[config.mk]
export PLATFORM = sky130hd
export DESIGN_NAME = npc_unit
export DESIGN_NICKNAME = d
export VERILOG_FILES = /design/src/rtl/npc_pkg.sv /design/src/rtl/npc_decode.sv /design/src/rtl/npc_target.sv /design/src/rtl/npc_select.sv /design/src/rtl/npc_unit.sv
export SDC_FILE = /design/constraint.sdc
export NUM_CORES = 1
export LEC_CHECK = 0
export CAP_MARGIN = 20
export CORE_MARGIN = 2
export CORE_UTILIZATION = 40
export DETAILED_ROUTE_END_ITERATION = 12
export PLACE_DENSITY = 0.74
export REMOVE_ABC_BUFFERS = 1
export SKIP_LAST_GASP = 1
export SLEW_MARGIN = 20
export SYNTH_ARGS = -nofsm -noshare
export SYNTH_HDL_FRONTEND = slang
export SYNTH_SLANG_ARGS = --single-unit
[constraint.sdc]
create_clock -name clk -period 5.13 [get_ports clk]
set_input_delay 0.7695 -clock clk [delete_from_list [all_inputs] [get_ports clk]]
set_output_delay 0.7695 -clock clk [all_outputs]
set_load 0.02 [all_outputs]
[src/rtl/npc_pkg.sv]
package npc_pkg;
    localparam int INSTR_W = 32;
    localparam int OP_W    = 6;
    localparam int FN_W    = 6;
    localparam int IMM_W   = 16;
    localparam int TGT_W   = 26;

    localparam logic [OP_W-1:0] OP_SPECIAL = 6'd0;
    localparam logic [OP_W-1:0] OP_JUMP    = 6'd2;
    localparam logic [OP_W-1:0] OP_JAL     = 6'd3;
    localparam logic [OP_W-1:0] OP_BEQ     = 6'd4;
    localparam logic [OP_W-1:0] OP_BNE     = 6'd5;
    localparam logic [FN_W-1:0] FN_JR      = 6'h08;

    typedef enum logic [2:0] {
        XFER_SEQ,
        XFER_BEQ,
        XFER_BNE,
        XFER_JUMP,
        XFER_JAL,
        XFER_JR
    } xfer_e;
endpackage

[src/rtl/npc_decode.sv]
module npc_decode
    import npc_pkg::*;
(
    input  logic [OP_W-1:0] op,
    input  logic [FN_W-1:0] fn,
    output xfer_e           kind
);
    always_comb begin
        unique case (op)
            OP_SPECIAL: kind = (fn == FN_JR) ? XFER_JR : XFER_SEQ;
            OP_JUMP:    kind = XFER_JUMP;
            OP_JAL:     kind = XFER_JAL;
            OP_BEQ:     kind = XFER_BEQ;
            OP_BNE:     kind = XFER_BNE;
            default:    kind = XFER_SEQ;
        endcase
    end
endmodule

[src/rtl/npc_target.sv]
module npc_target
    import npc_pkg::*;
#(
    parameter int PC_W = 32
) (
    input  logic [PC_W-1:0]  pc,
    input  logic [TGT_W-1:0] field,
    output logic [PC_W-1:0]  seq_pc,
    output logic [PC_W-1:0]  br_pc,
    output logic [PC_W-1:0]  region_pc
);
    localparam int REG_W = PC_W - TGT_W - 2;
    localparam int EXT_W = PC_W - IMM_W - 2;

    logic [IMM_W-1:0] imm;
    logic [PC_W-1:0]  offset;

    always_comb begin
        imm       = field[IMM_W-1:0];
        offset    = {{EXT_W{imm[IMM_W-1]}}, imm, 2'b00};
        seq_pc    = pc + PC_W'(4);
        br_pc     = seq_pc + offset;
        region_pc = {pc[PC_W-1 -: REG_W], field, 2'b00};
    end
endmodule

[src/rtl/npc_select.sv]
module npc_select
    import npc_pkg::*;
#(
    parameter int PC_W = 32
) (
    input  xfer_e           kind,
    input  logic [PC_W-1:0] rs_val,
    input  logic [PC_W-1:0] rt_val,
    input  logic [PC_W-1:0] seq_pc,
    input  logic [PC_W-1:0] br_pc,
    input  logic [PC_W-1:0] region_pc,
    output logic [PC_W-1:0] next_pc
);
    logic same;

    always_comb begin
        same = (rs_val == rt_val);
        unique case (kind)
            XFER_SEQ:  next_pc = seq_pc;
            XFER_BEQ:  next_pc = same ? br_pc : seq_pc;
            XFER_BNE:  next_pc = same ? seq_pc : br_pc;
            XFER_JUMP: next_pc = region_pc;
            XFER_JAL:  next_pc = region_pc;
            XFER_JR:   next_pc = rs_val;
            default:   next_pc = seq_pc;
        endcase
    end
endmodule

[src/rtl/npc_unit.sv]
module npc_unit
    import npc_pkg::*;
#(
    parameter int          PC_W      = 32,
    parameter logic [31:0] RESET_VEC = 32'h0000_0000,
    parameter int          IDX_W     = 5,
    parameter int          LINK_REG  = 31
) (
    input  logic               clk,
    input  logic               rst,
    input  logic               en,
    input  logic [INSTR_W-1:0] instr,
    input  logic [PC_W-1:0]    rs_val,
    input  logic [PC_W-1:0]    rt_val,
    output logic [PC_W-1:0]    pc,
    output logic               link_we,
    output logic [IDX_W-1:0]   link_idx,
    output logic [PC_W-1:0]    link_val
);
    xfer_e            kind;
    logic [PC_W-1:0]  seq_pc;
    logic [PC_W-1:0]  br_pc;
    logic [PC_W-1:0]  region_pc;
    logic [PC_W-1:0]  next_pc;

    npc_decode u_dec (
        .op   (instr[INSTR_W-1 -: OP_W]),
        .fn   (instr[FN_W-1:0]),
        .kind (kind)
    );

    npc_target #(.PC_W(PC_W)) u_tgt (
        .pc        (pc),
        .field     (instr[TGT_W-1:0]),
        .seq_pc    (seq_pc),
        .br_pc     (br_pc),
        .region_pc (region_pc)
    );

    npc_select #(.PC_W(PC_W)) u_sel (
        .kind      (kind),
        .rs_val    (rs_val),
        .rt_val    (rt_val),
        .seq_pc    (seq_pc),
        .br_pc     (br_pc),
        .region_pc (region_pc),
        .next_pc   (next_pc)
    );

    // PC register: reset vector on reset, next PC on enabled edge
    always_ff @(posedge clk) begin
        if (rst)
            pc <= RESET_VEC[PC_W-1:0];
        else if (en)
            pc <= next_pc;
    end

    always_comb begin
        link_we  = en && (kind == XFER_JAL);
        link_idx = IDX_W'(LINK_REG);
        link_val = seq_pc;
    end
endmodule

* Word level (Yosys, flattened, before mapping) *
Index checks and enable logic that the tools add are counted.

word-level totals
  flip-flop bits (word level) = 32
  input bits = 99
  output and inout port bits = 70
  logic and storage cells = 25

cells by class
  add/subtract/negate cells = 2
  equality and inequality tests = 11
  multiplexer cells = 5
  bitwise operators = 1
  reduce and logical (&&, ||, !) cells = 4

operator list
  kind                                            count
  case mux 32 bit (4 select lines)                1
  two-way mux 32 bit                              2
  adder 32 x 3 -> 32 bit (second input constant)  1
  adder 32 bit                                    1
  == test 32 bit                                  1
  case mux 3 bit (5 select lines)                 1
  == test 6 x 2 -> 1 bit (second input constant)  2
  == test 6 x 3 -> 1 bit (second input constant)  2
  == test 3 x 2 -> 1 bit (second input constant)  2
  == test 3 bit (second input constant)           2
  == test 6 x 4 -> 1 bit (second input constant)  1
  logical NOT 6 bit                               1
  == test 3 x 1 -> 1 bit (second input constant)  1
  two-way mux 3 bit                               1
  AND reduction 2 bit                             1
  OR reduction 2 bit                              1
  logical AND 1 bit                               1
  inverter 1 bit                                  1

* Longest topological paths before layout *
  depth after elaboration = 7
  depth in mapped cells = 16
  mapped depth without buffers = 15

* Modules after synthesis *
From an unflattened synthesis, not the netlist that was laid out.

unflattened totals
  cells, all modules = 980
  area total of the unflattened synthesis = 6869.1 sq um

modules (own cells, without submodules)
  module      instances  cells each  area an instance (sq um)  sequential area each (sq um)
  npc_select  1          491         2972.9                    0.0
  npc_target  1          367         2586.2                    0.0
  npc_unit    1          110         1214.9                    640.6
  npc_decode  1          12          95.1                      0.0

* Least setup slack after synthesis *
OpenSTA, ideal clock, no wires.

  path type = reg-to-reg
  from = register pc[4]
  to = register pc[30]
  library setup time = 0.120 ns
  data arrival time = 3.895 ns
  data required time = 5.010 ns
  slack = 1.115 ns
  cell stages (with the launch flop) = 17
  path buffers = 2
  clock period less this slack = 4.015 ns
  cells stage by stage = dfxtp_1 clkbuf_2 nand3_2 nor4_4 nand2_1 xnor2_1 ha_1 buf_6 a21o_1 a21o_1 a21o_1 a21o_1 and3_4 a211o_1 a221oi_2 nor4b_1 a211o_1

between the ends
  word-level cells in the longest chain between the ends = 4
  elaborated cells on any way between the ends = 5
  those cells by class = 2 x add/sub; 3 x mux

ends and longest elaborated chain
  what                                   RTL line                            source
  start, declared                        npc_unit.sv:15                      output logic [PC_W-1:0] pc,
  start signal, assigned                 npc_unit.sv:53                      pc <= RESET_VEC[PC_W-1:0];
  start signal, assigned                 npc_unit.sv:55                      pc <= next_pc;
  adder 32 x 3 -> 32 bit *               npc_target.sv:21                    seq_pc = pc + PC_W'(4);
  net link_val[21]                       npc_unit.sv:18                      output logic [PC_W-1:0] link_val
  adder 32 bit *                         npc_target.sv:22                    br_pc = seq_pc + offset;
  two-way mux 32 bit (on tied branches)  npc_select.sv:21, npc_select.sv:20
  case mux 32 bit (4 select lines) *     npc_select.sv:18                    unique case (kind)

Mark *: on every way through the listed nets, which the timed path passes. The rest lies on a longest branch.
A chain may end at the register's enable or synchronous reset.

* Worst setup path in the final report *
  from = register pc[2]
  to = output port link_val[30]

between the ends
  word-level cells in the longest chain between the ends = 1

ends and longest elaborated chain
  what                    RTL line
  adder 32 x 3 -> 32 bit  npc_target.sv:21
  end, declared           npc_unit.sv:18

Every way passes these cells.

==> results.ini <==
[hold_path]
min_path_type=reg2reg

[clocking]
post_cts_buffers=0
cts-htree-levels=2
cts_root_buf=clkbuf_8
clk-insertion-delay-late_ps=290
cts_resized=0
cts_tree=yes
path_clk_slew_ps=80
hold_buffers=0
numCtsBuffers=5
numClockSinks=32
cts.path.max_buffers=2

[drt]
vias=5242
route.detailed.drc=0
wl_um=16700
dr.pass1.iters=5
ant_nets=0
routedWlPerCell_um=19.2
viasPerCell=6.03
drt_iter0_markers=344

[sta]
finClkSkew_ps=5.93
fin_tns_setup_ps=0
worst_slew_pin_slew_ps=852
fmax_ghz=0.241
fin_crit_sh_pct=80.8
setup-violations-final=0
max-slew-margin-rel_pct=43.0
finalMaxSlewViolations=0
rsz0062_at_grt=no
post-route-min-period_ps=4150
final-hold-violation-count=0

[setup_path]
cp.arrival_ps=3380
cp_slowest_cell=clkdlybuf4s50_1
max_stage_delay_ps=670
worstPathMaxFanout=6
cpMostUsedCell=nand3_1
critPathRequiredTime_ps=4360
crit_type=reg2out
crit_family=simple AND/OR/NAND/NOR gates
crit_chain=ha_1, nand3_1, nor3_2, nand3_1, inv_1, and3_1, xor2_1, clkdlybuf4s50_1
critPathLaunchType=flop
crit_path_end_kind=output port
path_buf_inv=2

[finish]
finalNetCount=864
reg.largest.list=pc (32)
final_util_pct=57.5
largest_reg_flops=32
regMostFlops=pc
synthToLayoutAreaGrowth_pct=41.3
final_cell_mix=clkdlybuf4s50_1 (163), nand2_1 (63), xor2_1 (49)
n_fill_cell=992
drive_above_1_share_pct=4.79
layout_commonest_cell=clkdlybuf4s50_1
antenna_cells=0

[die]
die_area_um2=11800
die_h_um=109
core_area_um2=10800
io_pins=169
num_rows=38
die_w_um=109
initial_utilization_pct=40.7

[pwr]
combPwrFrac_pct=49.7
p_clk_share_pct=22.1
p_seq_share_pct=28.3
intPower_mw=0.613
switching_share_pct=39.3
power_leakage_nw=2.54
ir_drop_mv=0.0961
switching_power_mw=0.397
powerDensity_nw_per_um2=163

[placed_design]
port_buffers=163
place_congestion=0.922
dp_hpwl_um=13200

[status]
outcome=complete, no violations

[global_route]
first_global_vias=5089
grt-ovfl-total=0
grt_pass1_wl_um=26100
antenna_found_initial=0
grt_max_degree=34
grt_usage_pct=28.0

[synthesis]
synth-seq-cells=32
synthArstFlopShare_pct=0
postSynthCellCount=580
seq_area_frac_synth_pct=14.6
syn-mean-instance-area_um2=7.57
synth_ff_type=dfxtp_1
ys.warnings.count=0
synth_cell_types=71
synth-edff-count=0
syn_area_um2=4390

[run]
drv_cap=0

-- power groups by stage --
stage | clock, mW | combinational, mW | sequential, mW
4_1_cts | 0.225 | 0.497 | 0.285
2_1_floorplan | 0 | 0.254 | 0.304
5_1_grt | 0.231 | 0.542 | 0.288
3_3_place_gp | 0 | 0.488 | 0.290
3_5_place_dp | 0 | 0.494 | 0.291
6_report | 0.223 | 0.501 | 0.286
-- kinds of logic after synthesis --
kind of cell	count (synthesis)	synth area share, %
buf+inv	49	5.38
simple gates	211	24.6
xor+xnor	82	16.4
compound gates	168	28.3
other cells	1	0.0854
flops	32	14.6
fa+ha+maj	36	10.4
mux	1	0.228
-- area by class of cell --
class | count | area, µm² | share of cell area [%]
flip-flops and latches | 32 | 641 | 10.3
clock buffers | 8 | 90.1 | 1.45
well taps | 140 | 175 | 2.82
inverters | 14 | 52.6 | 0.847
multi-input cells | 503 | 3540 | 57.0
repair buffers | 173 | 1710 | 27.5
-- worst min-delay path, delay by kind of cell, from the launching register on --
kind	cells	cell delay (ps)
AO/OA/AOI/OAI	1	50
flip-flops	1	350
AND/OR/NAND/NOR	1	70
-- layer usage --
layer / wire length [µm] / GRT usage [%] / share of wire (%)
met1: 7050 / 36.3 / 42
met2: 7700 / 45.3 / 46
met3: 1550 / 6.16 / 9.3
met4: 430 / 10.6 / 2.6
met5: 0 / 0 / 0
-- path summary, 6_finish.rpt --
path	slack, ps	cells after the start	endpoint	start
max reg2reg	1050	15	pc[30]	pc[2]
max	980	8	link_val[30]	pc[2]
min reg2reg	520	2	pc[0]	pc[0]
min	520	2	pc[0]	pc[0]
-- per-stage QoR --
step / std cells / hold slack (ps) / total power [mW] / setup slack (ps) / cell area [µm²]
finish: 870 / 515 / 1.01 / 983 / 6200
global route: 870 / 541 / 1.06 / 741 / 6200
CTS: 870 / 514 / 1.01 / 1010 / 6200
detailed placement: 862 / 501 / 0.785 / 955 / 6110
global placement: 862 / 487 / 0.778 / 1070 / 6110
floorplan: 549 / 575 / 0.557 / 1200 / 4220
-- synth_stat cells (all sizes together) (3+ instances only) --
cell    instances  area share [%]
a211o           4            0.80
a211oi          5            0.85
a21o           18             3.1
a21oi          30             3.4
a221o           9             2.1
a221oi         25             5.1
a22oi           7             1.2
a311oi          9             1.8
a31oi           7             1.0
a41oi           3            0.60
and2            5            0.71
and3           17             2.6
buf            18             2.7
clkbuf         17             1.5
dfxtp          32              15
ha             35              10
inv            14             1.2
nand2          63             5.4
nand2b          3            0.43
nand3          20             2.4
nand4          14             2.1
nor2           47             4.0
nor2b           3            0.60
nor3           12             1.6
nor4           12             2.1
nor4b           3            0.60
o211ai          6             1.1
o21a            8             1.4
o21ai          18             2.2
o22ai           3            0.43
o31ai           3            0.63
or4             4            0.68
xnor2          33             6.6
xor2           49             9.8
No activity file was read; power rests on OpenSTA's default activity.
